$ cat config.mk
export PLATFORM = sky130hd
export DESIGN_NAME = pd_port_director
export DESIGN_NICKNAME = d
export VERILOG_FILES = /design/src/rtl/pd_pkg.sv /design/src/rtl/pd_mode_base.sv /design/src/rtl/pd_dest_decode.sv /design/src/rtl/pd_action_merge.sv /design/src/rtl/pd_port_director.sv
export SDC_FILE = /design/constraint.sdc
export NUM_CORES = 1
export LEC_CHECK = 0
export ABC_AREA = 1
export BUFFER_PORTS_ARGS = -buffer_cell sky130_fd_sc_hd__buf_2
export CORE_MARGIN = 5
export CORE_UTILIZATION = 42
export DETAILED_ROUTE_END_ITERATION = 12
export PLACE_DENSITY = 0.7
export SYNTH_ARGS = -nofsm -noshare
export SYNTH_HDL_FRONTEND = slang
export SYNTH_HIERARCHICAL = 1
export SYNTH_SLANG_ARGS = --single-unit
$ cat constraint.sdc
create_clock -name clk -period 1.18 [get_ports clk]
set_clock_uncertainty 0.2 [all_clocks]
set_input_delay 0.177 -clock clk [delete_from_list [all_inputs] [get_ports clk]]
set_output_delay 0.177 -clock clk [all_outputs]
set_load 0.005 [all_outputs]
$ cat src/rtl/pd_pkg.sv
// Shared constants and encodings for the packet port director.
// Assumes exactly two external ports that serve as each other's opposite.
package pd_pkg;
    localparam int NUM_EXT      = 2;
    localparam int HOST_PER_EXT = 2;
    localparam int NUM_PORTS    = NUM_EXT * (1 + HOST_PER_EXT);
    localparam int PORT_IDX_W   = $clog2(NUM_PORTS);
    localparam int EXT_IDX_W    = (NUM_EXT > 1) ? $clog2(NUM_EXT) : 1;

    typedef logic [NUM_PORTS-1:0] port_map_t;

    typedef enum logic [1:0] {
        MODE_BYPASS = 2'd0,
        MODE_TAP    = 2'd1,
        MODE_FILTER = 2'd2,
        MODE_RSVD   = 2'd3
    } fwd_mode_e;

    typedef enum logic [1:0] {
        ACT_NONE     = 2'd0,
        ACT_DROP     = 2'd1,
        ACT_REDIRECT = 2'd2,
        ACT_MIRROR   = 2'd3
    } rule_act_e;
endpackage

$ cat src/rtl/pd_mode_base.sv
// Computes the mode's default forwarding set from the ingress port and the match flag.
// Assumes the external ports occupy bits 0..NUM_EXT-1 and the host ports follow, grouped by ingress.
module pd_mode_base
    import pd_pkg::*;
(
    input  logic [1:0]           mode,
    input  logic [EXT_IDX_W-1:0] ingress,
    input  logic                 match,
    output port_map_t            base_map
);
    port_map_t host_set;
    port_map_t wire_set;

    // Host ports of the ingress side, and the opposite external port.
    always_comb begin
        host_set = '0;
        wire_set = '0;
        for (int k = 0; k < HOST_PER_EXT; k++) begin
            host_set[NUM_EXT + int'(ingress) * HOST_PER_EXT + k] = 1'b1;
        end
        wire_set[(int'(ingress) + 1) % NUM_EXT] = 1'b1;
    end

    // Apply the mode's default policy; the reserved encoding falls to filtering.
    always_comb begin
        unique case (fwd_mode_e'(mode))
            MODE_BYPASS: base_map = match ? host_set : wire_set;
            MODE_TAP:    base_map = wire_set | (match ? host_set : '0);
            default:     base_map = match ? host_set : '0;
        endcase
    end
endmodule

$ cat src/rtl/pd_dest_decode.sv
// One-hot decodes a rule's destination port index; an out-of-range index yields no bit.
// Assumes the index width covers NUM_PORTS.
module pd_dest_decode
    import pd_pkg::*;
(
    input  logic [PORT_IDX_W-1:0] dest_idx,
    output port_map_t             dest_map
);
    // One comparator per port.
    for (genvar p = 0; p < NUM_PORTS; p++) begin : g_dec
        assign dest_map[p] = (dest_idx == PORT_IDX_W'(p));
    end
endmodule

$ cat src/rtl/pd_action_merge.sv
// Combines the default set with the matched rule's action, and removes the ingress port.
// Assumes the action is meaningful only while match is high.
module pd_action_merge
    import pd_pkg::*;
(
    input  logic                 match,
    input  logic [1:0]           action,
    input  logic [EXT_IDX_W-1:0] ingress,
    input  port_map_t            base_map,
    input  port_map_t            dest_map,
    output port_map_t            fwd_map,
    output logic                 fwd_drop
);
    port_map_t pre_map;
    port_map_t ingress_bit;

    // Select the set that the rule action gives.
    always_comb begin
        pre_map = base_map;
        if (match) begin
            unique case (rule_act_e'(action))
                ACT_DROP:     pre_map = '0;
                ACT_REDIRECT: pre_map = dest_map;
                ACT_MIRROR:   pre_map = base_map | dest_map;
                default:      pre_map = base_map;
            endcase
        end
    end

    // Never send a packet back out of its ingress port; an empty set means a drop.
    always_comb begin
        ingress_bit = '0;
        ingress_bit[ingress] = 1'b1;
        fwd_map  = pre_map & ~ingress_bit;
        fwd_drop = (fwd_map == '0);
    end
endmodule

$ cat src/rtl/pd_port_director.sv
// Packet port director top: one registered forwarding decision per accepted request.
// Assumes cfg_mode is static while decisions are in flight; a one-entry output register
// carries the result with a valid/ready handshake on both sides.
module pd_port_director
    import pd_pkg::*;
(
    input  logic                  clk,
    input  logic                  rst_n,
    input  logic [1:0]            cfg_mode,
    input  logic                  in_valid,
    output logic                  in_ready,
    input  logic [EXT_IDX_W-1:0]  in_ingress,
    input  logic                  in_match,
    input  logic [1:0]            in_action,
    input  logic [PORT_IDX_W-1:0] in_dest,
    output logic                  out_valid,
    input  logic                  out_ready,
    output logic [NUM_PORTS-1:0]  out_map,
    output logic                  out_drop
);
    port_map_t base_map;
    port_map_t dest_map;
    port_map_t fwd_map;
    logic      fwd_drop;
    logic      in_fire;

    pd_mode_base u_base (
        .mode     (cfg_mode),
        .ingress  (in_ingress),
        .match    (in_match),
        .base_map (base_map)
    );

    pd_dest_decode u_dec (
        .dest_idx (in_dest),
        .dest_map (dest_map)
    );

    pd_action_merge u_merge (
        .match    (in_match),
        .action   (in_action),
        .ingress  (in_ingress),
        .base_map (base_map),
        .dest_map (dest_map),
        .fwd_map  (fwd_map),
        .fwd_drop (fwd_drop)
    );

    // Accept when the output slot is empty or is being emptied this cycle.
    assign in_ready = !out_valid || out_ready;
    assign in_fire  = in_valid && in_ready;

    // Output slot: load on accept, clear when consumed without a refill.
    always_ff @(posedge clk) begin
        if (!rst_n) begin
            out_valid <= 1'b0;
            out_map   <= '0;
            out_drop  <= 1'b0;
        end else if (in_fire) begin
            out_valid <= 1'b1;
            out_map   <= fwd_map;
            out_drop  <= fwd_drop;
        end else if (out_ready) begin
            out_valid <= 1'b0;
        end
    end
endmodule

-- Yosys cells after proc, flatten, opt, wreduce, memory -nomap -nowiden
Index checks and enable logic that the tools add are counted.
W data, S select, Z words.
- reductions and logical operators: 11
- add/subtract/negate cells: 3
- $lt $le $gt $ge: 8
- div/mod/pow operators: 0
- shift operators: 0
- $mul: 0
- bitwise operators: 6
- equality and inequality tests: 9
- mux-type cells: 15
- operator list (cell ; number):
    $ge A32 B1 Y1 const B ; 2
    $lt A32 B5 Y1 const B ; 2
    $add A32 B2 Y32 const B ; 1
    $mux W6 ; 3
    $pmux W6 S3 ; 1
    $or A6 B6 Y6 ; 2
    $pmux W6 S2 ; 1
    $and A6 B6 Y6 ; 1
    $demux W1 S3 ; 2
    $eq A3 B2 Y1 const B ; 2
    $eq A3 B3 Y1 const B ; 2
    $logic_not A6 Y1 ; 1
    $mux W1 ; 6
    $not A2 Y6 ; 1
    $or A2 B6 Y6 ; 1
    $logic_and A1 B1 Y1 ; 5
    $lt A2 B5 Y1 const B ; 1
    $eq A2 B1 Y1 const B ; 2
    $eq A2 B2 Y1 const B ; 2
    $lt A1 B4 Y1 const B ; 1
    $add A2 B2 Y3 const A ; 1
    $eq A3 B1 Y1 const B ; 1
    $logic_not A3 Y1 ; 1
    $demux W1 S2 ; 1
    other kinds (9) ; 9
- register bits: 8
- bits of input ports: 13
- word-level logic and storage cells: 55
- bits in writable memories: 0
- output and inout port bits: 9
- ROM bits: 0
- bits in latches: 0
- memories: 0

-- Depth between registers and ports, before layout
Gate-level depths: netlist of run 1.
- word-level depth: 15
- mapped depth: 12

-- Hierarchy
The synthesis of run 1 kept the hierarchy.
- modules (own cells, without submodules) (module ; area an instance (sq um) ; seq. area each (sq um) ; cells an instance ; instances):
    pd_port_director ; 371.6 ; 160.2 ; 50 ; 1
    pd_action_merge ; 142.6 ; 0.0 ; 34 ; 1
    pd_mode_base ; 56.3 ; 0.0 ; 13 ; 1
    pd_dest_decode ; 47.5 ; 0.0 ; 12 ; 1

-- Worst setup path after synthesis of run 1
OpenSTA, ideal clock, no wires.
- kind: input-to-reg
- start point: input in_match
- end point: register out_drop
- path buffers: 0
- arrival time: 0.895 ns
- setup slack: 0.021 ns
- stages: 12
- library setup time: 0.064 ns
- data required time: 0.916 ns
- cells stage by stage: nand2_1 nand2_1 nand2_2 nand2_1 nand2_2 nor2_1 nand2_1 nor2_2 inv_1 nand3_1 nand2_1 nor2_1
- longest elaborated chain between the ends: 8
- elaborated cells on any way between the ends: 9
- those cells by class: 5 x mux; 3 x bitwise; 1 x reduce/logical
- ends and longest elaborated chain (item ; RTL line ; source):
    start, declared ; pd_port_director.sv:13 ; input logic in_match,
    $mux W6 ; pd_mode_base.sv:28, pd_mode_base.sv:29 ;
    $or A2 B6 Y6 ; pd_mode_base.sv:28 ; MODE_TAP: base_map = wire_set | (match ? host_set : '0);
    $pmux W6 S2 ; pd_mode_base.sv:26 ; unique case (fwd_mode_e'(mode))
    $or A6 B6 Y6 ; pd_action_merge.sv:24 ; ACT_MIRROR: pre_map = base_map | dest_map;
    $pmux W6 S3 ; pd_action_merge.sv:21 ; unique case (rule_act_e'(action))
    $mux W6 * ; pd_action_merge.sv:20 ; if (match) begin
    $and A6 B6 Y6 * ; pd_action_merge.sv:34 ; fwd_map = pre_map & ~ingress_bit;
    via fwd_map[2] ; pd_port_director.sv:23 ; port_map_t fwd_map;
    $logic_not A6 Y1 * ; pd_action_merge.sv:35 ; fwd_drop = (fwd_map == '0);
    via fwd_drop ; pd_port_director.sv:24 ; logic fwd_drop;
    end signal, assigned ; pd_port_director.sv:62 ; out_drop <= fwd_drop;
    end, declared ; pd_port_director.sv:19 ; output logic out_drop
Mark *: on every way through the listed nets, which the timed path passes. The rest lies on a longest branch.
A chain may end at the register's enable or synchronous reset.

-- Worst setup path in the final report of run 1
- start point: register out_valid
- end point: output in_ready
- longest elaborated chain between the ends: 2
- ends and longest elaborated chain (item ; RTL line ; source):
    start, declared ; pd_port_director.sv:16 ; output logic out_valid,
    start signal, assigned ; pd_port_director.sv:56 ; out_valid <= 1'b0;
    start signal, assigned ; pd_port_director.sv:60 ; out_valid <= 1'b1;
    start signal, assigned ; pd_port_director.sv:64 ; out_valid <= 1'b0;
    $logic_not A1 Y1 ; pd_port_director.sv:50 ; assign in_ready = !out_valid || out_ready;
    $logic_or A1 B1 Y1 ; pd_port_director.sv:50 ;
    end, declared ; pd_port_director.sv:11 ; output logic in_ready,
Every way passes these cells.

==> flow_metrics.tcl, run 1 <==
set metrics [dict create \
    status "complete, no violations" \
    synth_seq_cells 8 \
    p_switching_uw 224 \
    instances_no_fill 148 \
    ff_latch_area_um2 161 \
    grt_pass1_wl_mm 2.11 \
    leakage_nw 0.502 \
    maxSlewViolCount 0 \
    arrival_ns 0.75 \
    postRouteAntennaNets 0 \
    critPathMaxFanout 2 \
    power_density_nw_per_um2 886 \
    max_stage_delay_ns 0.34 \
    io_pins 22 \
    synthesis.area_um2 618 \
    hpwl_um 968 \
    crit_path_end_kind "output pin" \
    grt_max_degree 16 \
    routed-via-count 688 \
    hold_viol_final 0 \
    tns_ns 0 \
    h-tree-depth 1 \
    die_w_um 48.4 \
    diodes 0 \
    pwr-share-clk 0.282 \
    internal_power_uw 515 \
    sw_frac_of_total 0.304 \
    port_buffers 21 \
    via_per_inst 4.65 \
    ctsRootBufferMaster "clkbuf_4" \
    drc 0 \
    drt-initial-drc-count 0 \
    drive_above_1_share 0.414 \
    slew_headroom 0.828 \
    stdcell_area_um2 835 \
    fin_crit_ns 1.13 \
    syn_to_final_growth_pct 35.0 \
    die_area_um2 2340 \
    insertion_delay_ns 0.25 \
    cts_tree "done" \
    post-place-ws_ns -0.225 \
    synth_fp_nets 122 \
    final_nets 148 \
    crit_family "flip-flops" \
    multi_input_area_um2 388 \
    synthCells 109 \
    setup_viol 0 \
    syn_area_per_cell_um2 5.67 \
    place_congestion 0.726 \
    period_share 0.959 \
    cts_buffer_depth 2 \
    max_freq_ghz 0.884 \
    drt_wl_total_mm 1.30 \
    cp_slowest_cell "dfxtp_2" \
    grt_overflow 0 \
    cp.required_ns 0.80 \
    cap_violations 0 \
    cts.sinks 8 \
    detail_route.wl_per_cell_um 8.78 \
    crit_chain "nand2_4 > buf_2" \
    fin_util 0.618 \
    start_util 0.458 \
    clk_pin_slew_ns 0.05 \
    core_um2 1350 \
    nFillCells 139 \
    crit_buf_inv 1 \
    worst_pin_slew_ns 0.257 \
    ir_worst_vdd_mv 0.723 \
    ys_warn_count 6 \
    worst_hold_path_type "in2reg" \
    first_pass_iters 1 \
    comb_power_share 0.312 \
    antenna_found_initial 0 \
    postPlaceCellArea_um2 722 \
    die-height_um 48.4 \
    rsz0062_at_grt "true" \
    ys_seq_area_frac 0.259 \
    fp-row-count 13 \
    seq_power_share 0.406 \
    startpoint_type "flop" \
    ctsHoldBuffers 0 \
    placedCellCount 143 \
    numCtsBuffers 3 \
    path_class "reg2out" \
    grt_usage 0.108 \
    setup_ws_ns 0.0483 \
    ys_types 15 \
    grt_pass1_vias 563 \
]
## through the flow
step	hold slack, ns	power [mW]
4_1_cts	0.00447	0.715
3_3_place_gp	0.256	0.494
5_1_grt	0.0288	0.799
2_1_floorplan	0.163	0.439
3_5_place_dp	0.262	0.499
6_report	0.0104	0.739
## layout make-up
type / count / area share
multi-input combinational: 76 / 0.465
timing repair buffer: 26 / 0.202
sequential: 8 / 0.193
inverter: 20 / 0.0900
clock buffer: 3 / 0.0270
tap: 15 / 0.0225
## worst paths after layout
| path | start | end | slack, ns | cells after the start |
|---|---|---|---|---|
| setup / recovery | out_valid$_SDFFE_PN0P_ | in_ready | 0.05 | 2 |
| hold / removal | rst_n | out_map[1]$_SDFFE_PN0P_ | 0.01 | 3 |
| setup reg to reg | out_valid$_SDFFE_PN0P_ | out_map[2]$_SDFFE_PN0P_ | 0.11 | 5 |
| hold reg to reg | out_drop$_SDFFE_PN0P_ | out_drop$_SDFFE_PN0P_ | 0.27 | 2 |
## timing repair
action | CTS | global route
gates resized for setup | 0 | 25
setup endpoints to repair | 1 | 3
pin swaps | 1 | 11
hold endpoints to repair | 0 | 0
setup buffers | 1 | 1
## kinds of logic (layout without fill, tap and decap cells)
logic type      Yosys count  after routing  synth area share
compound gates            8              8            0.0749
simple gates             68             68             0.476
flops                     8              8             0.259
buf+inv                  25             49             0.190
## state kept, by name, summed over array words and instances, names as in the netlist
signal / cells
out_map: 6
out_valid: 1
out_drop: 1
## layer usage
| metal | routed length [µm] | GRT usage | vias to the layer above |
|---|---|---|---|
| li1 | - | - | 370 |
| met2 | 634 | 0.167 | 16 |
| met5 | 0 | 0 | - |
| met4 | 12 | 0.0415 | 0 |
| met3 | 88 | 0.0520 | 2 |
| met1 | 564 | 0.126 | 300 |
## worst reg2reg max path: stages, from the launching register on
cell and delay, ns:
dfxtp_2 0.33, nand2_4 0.05, buf_4 0.19, nand3_1 0.09, nand2_1 0.07, nor2_1 0.04
## synthesized netlist by cell type (all sizes together)
master,number,area (µm²)
a21oi,7,35.0
nor2,20,80.1
inv,20,75.1
nand2,41,174
buf,4,37.5
dfxtp,8,160
nand3,7,40.0
clkbuf,1,5.00
a21boi,1,11.3
## power groups by stage
stage / Sequential, mW / Combinational, mW / Clock (mW)
final: 0.300 / 0.230 / 0.209
after global routing: 0.303 / 0.263 / 0.233
after CTS: 0.300 / 0.196 / 0.218
after detailed placement: 0.306 / 0.193 / 0
after global placement: 0.305 / 0.189 / 0
after floorplan: 0.309 / 0.130 / 0
## placed cells by master, fill, tap and decap left out, drive strengths merged
cell type / count
a21boi: 1
nand2: 41
clkbuf: 3
dfxtp: 8
buf: 26
a21oi: 7
inv: 20
nand3: 7
nor2: 20
(Power assumes the default switching activity.)
==> run 2, diff against run 1 <==
--- a/config.mk
+++ b/config.mk
@@ -11,6 +11,7 @@
 export CORE_UTILIZATION = 42
 export DETAILED_ROUTE_END_ITERATION = 12
 export PLACE_DENSITY = 0.7
+export SETUP_SLACK_MARGIN = 0.3
 export SYNTH_ARGS = -nofsm -noshare
 export SYNTH_HDL_FRONTEND = slang
 export SYNTH_HIERARCHICAL = 1
==> flow_metrics.tcl, run 2 (synthesis gave the netlist of run 1 again) <==
set metrics [dict create \
    ir_worst_vdd_mv 0.744 \
    diodes 0 \
    setup_viol 0 \
    dr_wl_met3_um 90 \
    critPathMaxFanout 2 \
    grt_max_degree 16 \
    whs_ns 0.0136 \
    cts_tree "done" \
    cap_violations 0 \
    h-tree-depth 1 \
    fp-row-count 13 \
    grt_pass1_vias 555 \
    tns_ns 0 \
    path_class "reg2out" \
    leakage_nw 0.517 \
    grt_overflow 0 \
    routed.top_layer "met4" \
    port_buffers 21 \
    worst_hold_path_type "in2reg" \
    final_nets 149 \
    fin_util 0.670 \
    final_cell_mix "nand2_1 (24), nor2_1 (16), inv_1 (15), buf_2 (13), nand2_2 (12)" \
    cts_buffer_depth 2 \
    drt-initial-drc-count 11 \
    power_density_nw_per_um2 851 \
    wl_met1_um 620 \
    insertion_delay_ns 0.25 \
    reg_top3 "out_map x6, out_drop x1, out_valid x1" \
    arrival_ns 0.79 \
    drive_above_1_share 0.500 \
    worst_pin_slew_ns 0.267 \
    clk_pin_slew_ns 0.05 \
    max_freq_ghz 0.857 \
    grt_pass1_wl_mm 2.27 \
    final_common_cell "nand2_1" \
    core_um2 1350 \
    die_w_um 48.4 \
    grt_usage 0.115 \
    start_util 0.458 \
    p_total_uw 770 \
    routed-via-count 681 \
    die_area_um2 2340 \
    crit_path_end_kind "output pin" \
    via_per_inst 4.57 \
    hold_viol_final 0 \
    slew_headroom 0.822 \
    place_congestion 0.734 \
    die-height_um 48.4 \
    rsz0062_at_grt "true" \
    regMostFlops "out_map" \
    numCtsBuffers 3 \
    detail_route.wl_per_cell_um 9.54 \
    startpoint_type "flop" \
    ctsHoldBuffers 0 \
    postRouteAntennaNets 0 \
    period_share 0.989 \
    status "complete, no violations" \
    drc 0 \
    ctsRootBufferMaster "clkbuf_4" \
    largest_reg_flops 6 \
    drt_wl_total_mm 1.42 \
    antenna_found_initial 0 \
    hpwl_mm 1.04 \
    io_pins 22 \
    cts.sinks 8 \
    first_pass_iters 4 \
    cp.required_ns 0.80 \
    fin_crit_ns 1.17 \
    wl_met2_um 702 \
    maxSlewViolCount 0 \
    syn_to_final_growth_pct 46.4 \
]
-- run 2: layout make-up --
type,instances,area (µm²)
Clock buffer,3,22.5
Fill cell,138,445
Inverter,20,75.1
Multi-Input combinational cell,76,410
Sequential cell,8,173
Tap cell,15,18.8
Timing Repair Buffer,27,205
-- run 2: metal layers --
metal / vias to the layer above / track usage
li1: 371 / -
met1: 291 / 0.142
met2: 17 / 0.174
met3: 2 / 0.0612
met4: 0 / 0.0276
met5: - / 0
-- run 2: power breakdown --
part / internal, mW / switching [mW]
clock network: 0.116 / 0.0910
logic: 0.124 / 0.131
registers: 0.294 / 0.0136
-- run 2: per-stage QoR --
stage | area [µm²] | cells | setup slack [ns]
6_report | 905 | 149 | 0.0128
3_3_place_gp | 758 | 145 | -0.205
5_1_grt | 905 | 149 | -0.0215
3_5_place_dp | 758 | 145 | -0.231
2_1_floorplan | 639 | 109 | 0.0302
4_1_cts | 821 | 149 | 0.0232
-- run 2: worst max-delay path, stage by stage (launching register included) --
cell and delay [ns]:
dfxtp_4 0.37, nand2_8 0.05, buf_6 0.11
-- run 2: worst paths after layout --
check,startpoint,to,slack [ns],cells after the start
worst min register to register,out_map[1]$_SDFFE_PN0P_,out_map[1]$_SDFFE_PN0P_,0.26,2
worst max register to register,out_valid$_SDFFE_PN0P_,out_map[5]$_SDFFE_PN0P_,0.12,4
worst min-delay path,rst_n,out_map[5]$_SDFFE_PN0P_,0.01,3
worst max-delay path,out_valid$_SDFFE_PN0P_,in_ready,0.01,2
-- run 2: what timing repair did --
| item | in CTS | in global routing |
|---|---|---|
| endpoints found under the setup margin | 16 | 17 |
| gates resized for setup | 12 | 25 |
| pin swaps | 1 | 13 |
| buffers inserted | 1 | 0 |
==> run 3, diff against run 2 <==
--- a/config.mk
+++ b/config.mk
@@ -11,6 +11,7 @@
 export CORE_UTILIZATION = 42
 export DETAILED_ROUTE_END_ITERATION = 12
 export PLACE_DENSITY = 0.7
+export REMOVE_ABC_BUFFERS = 1
 export SETUP_SLACK_MARGIN = 0.3
 export SYNTH_ARGS = -nofsm -noshare
 export SYNTH_HDL_FRONTEND = slang
==> flow_metrics.tcl, run 3 (synthesis gave the netlist of run 1 again) <==
set metrics [dict create \
    max_freq_ghz 0.864 \
    crit_chain "nand2_4 > buf_6" \
    power_density_nw_per_um2 855 \
    ctsRootBufferMaster "clkbuf_4" \
    routed-via-count 687 \
    grt_max_degree 16 \
    grt_usage 0.122 \
    port_buffers 21 \
    postRouteAntennaNets 0 \
    seq_power_share 0.397 \
    final_nets 150 \
    cap_violations 0 \
    first_pass_iters 5 \
    path_class "reg2out" \
    h-tree-depth 1 \
    detail_route.wl_per_cell_um 9.77 \
    largest_reg_flops 6 \
    drt-initial-drc-count 1 \
    fp-row-count 13 \
    hold_viol_final 0 \
    nFillCells 119 \
    numCtsBuffers 3 \
    cts.sinks 8 \
    status "complete, no violations" \
    die_area_um2 2340 \
    critPathMaxFanout 2 \
    grt_overflow 0 \
    die_w_um 48.4 \
    min_path_cells 3 \
    arrival_ns 0.78 \
    reg2regPathDepth 4 \
    place_congestion 0.752 \
    p_switching_uw 233 \
    grt_pass1_vias 614 \
    clk_pin_slew_ns 0.05 \
    startpoint_type "flop" \
    start_util 0.458 \
    diodes 0 \
    max_stage_delay_ns 0.35 \
    io_pins 22 \
    comb_power_share 0.336 \
    fin_crit_ns 1.16 \
    cts_buffer_depth 2 \
    core_um2 1350 \
    rsz0062_at_grt "true" \
    sw_frac_of_total 0.301 \
    die-height_um 48.4 \
    period_share 0.981 \
    worst_pin_slew_ns 0.271 \
    final_cell_mix "nand2_1 (26), inv_1 (18), nor2_1 (16), buf_2 (12), nand2_2 (10)" \
    antenna_found_initial 0 \
    leakage_nw 0.533 \
    min_to "out_map[1]$_SDFFE_PN0P_" \
    cp_slowest_cell "dfxtp_2" \
    tns_ns 0 \
    syn_to_final_growth_pct 47.0 \
    cts_tree "done" \
    regMostFlops "out_map" \
    drt_wl_total_mm 1.47 \
    worst_hold_path_type "in2reg" \
    setup_viol 0 \
    reg_top3 "out_map x6, out_drop x1, out_valid x1" \
    r2r_end "out_map[5]$_SDFFE_PN0P_" \
    via_per_inst 4.58 \
    cp.required_ns 0.80 \
    internal_power_uw 543 \
    crit_path_end_kind "output pin" \
    holdCritStartpoint "rst_n" \
    drive_above_1_share 0.467 \
    r2r-start "out_valid$_SDFFE_PN0P_" \
    rrSetupSlack_ns 0.13 \
    final_common_cell "nand2_1" \
    maxSlewViolCount 0 \
    pwr-share-clk 0.267 \
    fin_util 0.673 \
    ir_worst_vdd_mv 0.516 \
    hpwl_um 983 \
    drc 0 \
    grt_pass1_wl_mm 2.37 \
    insertion_delay_ns 0.25 \
    slew_headroom 0.819 \
]
[run 3: worst max-delay path, delay by kind of cell, from the launching register on]
family                 cells  cell delay (ns)
buffers and inverters      1             0.11
DFF                        1             0.35
and+or+nand+nor            1             0.06
[run 3: worst max-delay path by stage]
stage                                       from                    end  slack [ns]  cells past startpoint
after global placement                  in_match  out_drop$_SDFFE_PN0P_       -0.16                     13
final                     out_valid$_SDFFE_PN0P_               in_ready        0.02                      2
after floorplan                         in_match  out_drop$_SDFFE_PN0P_        0.02                     12
after CTS                 out_valid$_SDFFE_PN0P_               in_ready        0.04                      2
after global routing                    in_match  out_drop$_SDFFE_PN0P_       -0.06                     13
after detailed placement                in_match  out_drop$_SDFFE_PN0P_       -0.20                     13
[run 3: metrics by stage]
stage	setup WS [ns]	cell area [µm²]	total power [mW]	std cells	hold WS [ns]
detailed placement	-0.199	729	0.502	144	0.263
global placement	-0.160	729	0.498	144	0.257
floorplan	0.0228	576	0.420	104	0.0976
finish	0.0223	908	0.776	150	0.00337
global route	-0.0577	908	0.838	150	0.00175
CTS	0.0423	807	0.739	148	-0.00595
[run 3: timing repair]
| action | CTS | global route |
|---|---|---|
| endpoints found under the setup margin | 17 | 17 |
| pin swaps | 7 | 13 |
| buffers inserted | 1 | 2 |
| hold endpoints to repair | 3 | 0 |
| resized for setup | 17 | 21 |
[run 3: final cells by class]
type | instances | area (µm²) | area share
flip-flops and latches | 8 | 170 | 0.187
well taps | 15 | 18.8 | 0.0207
inverters | 20 | 75.1 | 0.0826
repair buffers | 28 | 230 | 0.253
clock buffers | 3 | 22.5 | 0.0248
multi-input cells | 76 | 392 | 0.431
[run 3: routing by layer]
layer  vias up  GRT usage  wire, µm
li1        375          -         -
met5         -          0         0
met4         0     0.0783        39
met2        19      0.211       780
met1       289      0.128       579
met3         4     0.0306        66
[run 3: power by group through the flow]
stage | Sequential [mW] | Clock, mW | Combinational, mW
after global routing | 0.310 | 0.235 | 0.293
after CTS | 0.305 | 0.219 | 0.215
after global placement | 0.305 | 0 | 0.192
after detailed placement | 0.306 | 0 | 0.196
final | 0.308 | 0.207 | 0.261
after floorplan | 0.309 | 0 | 0.112
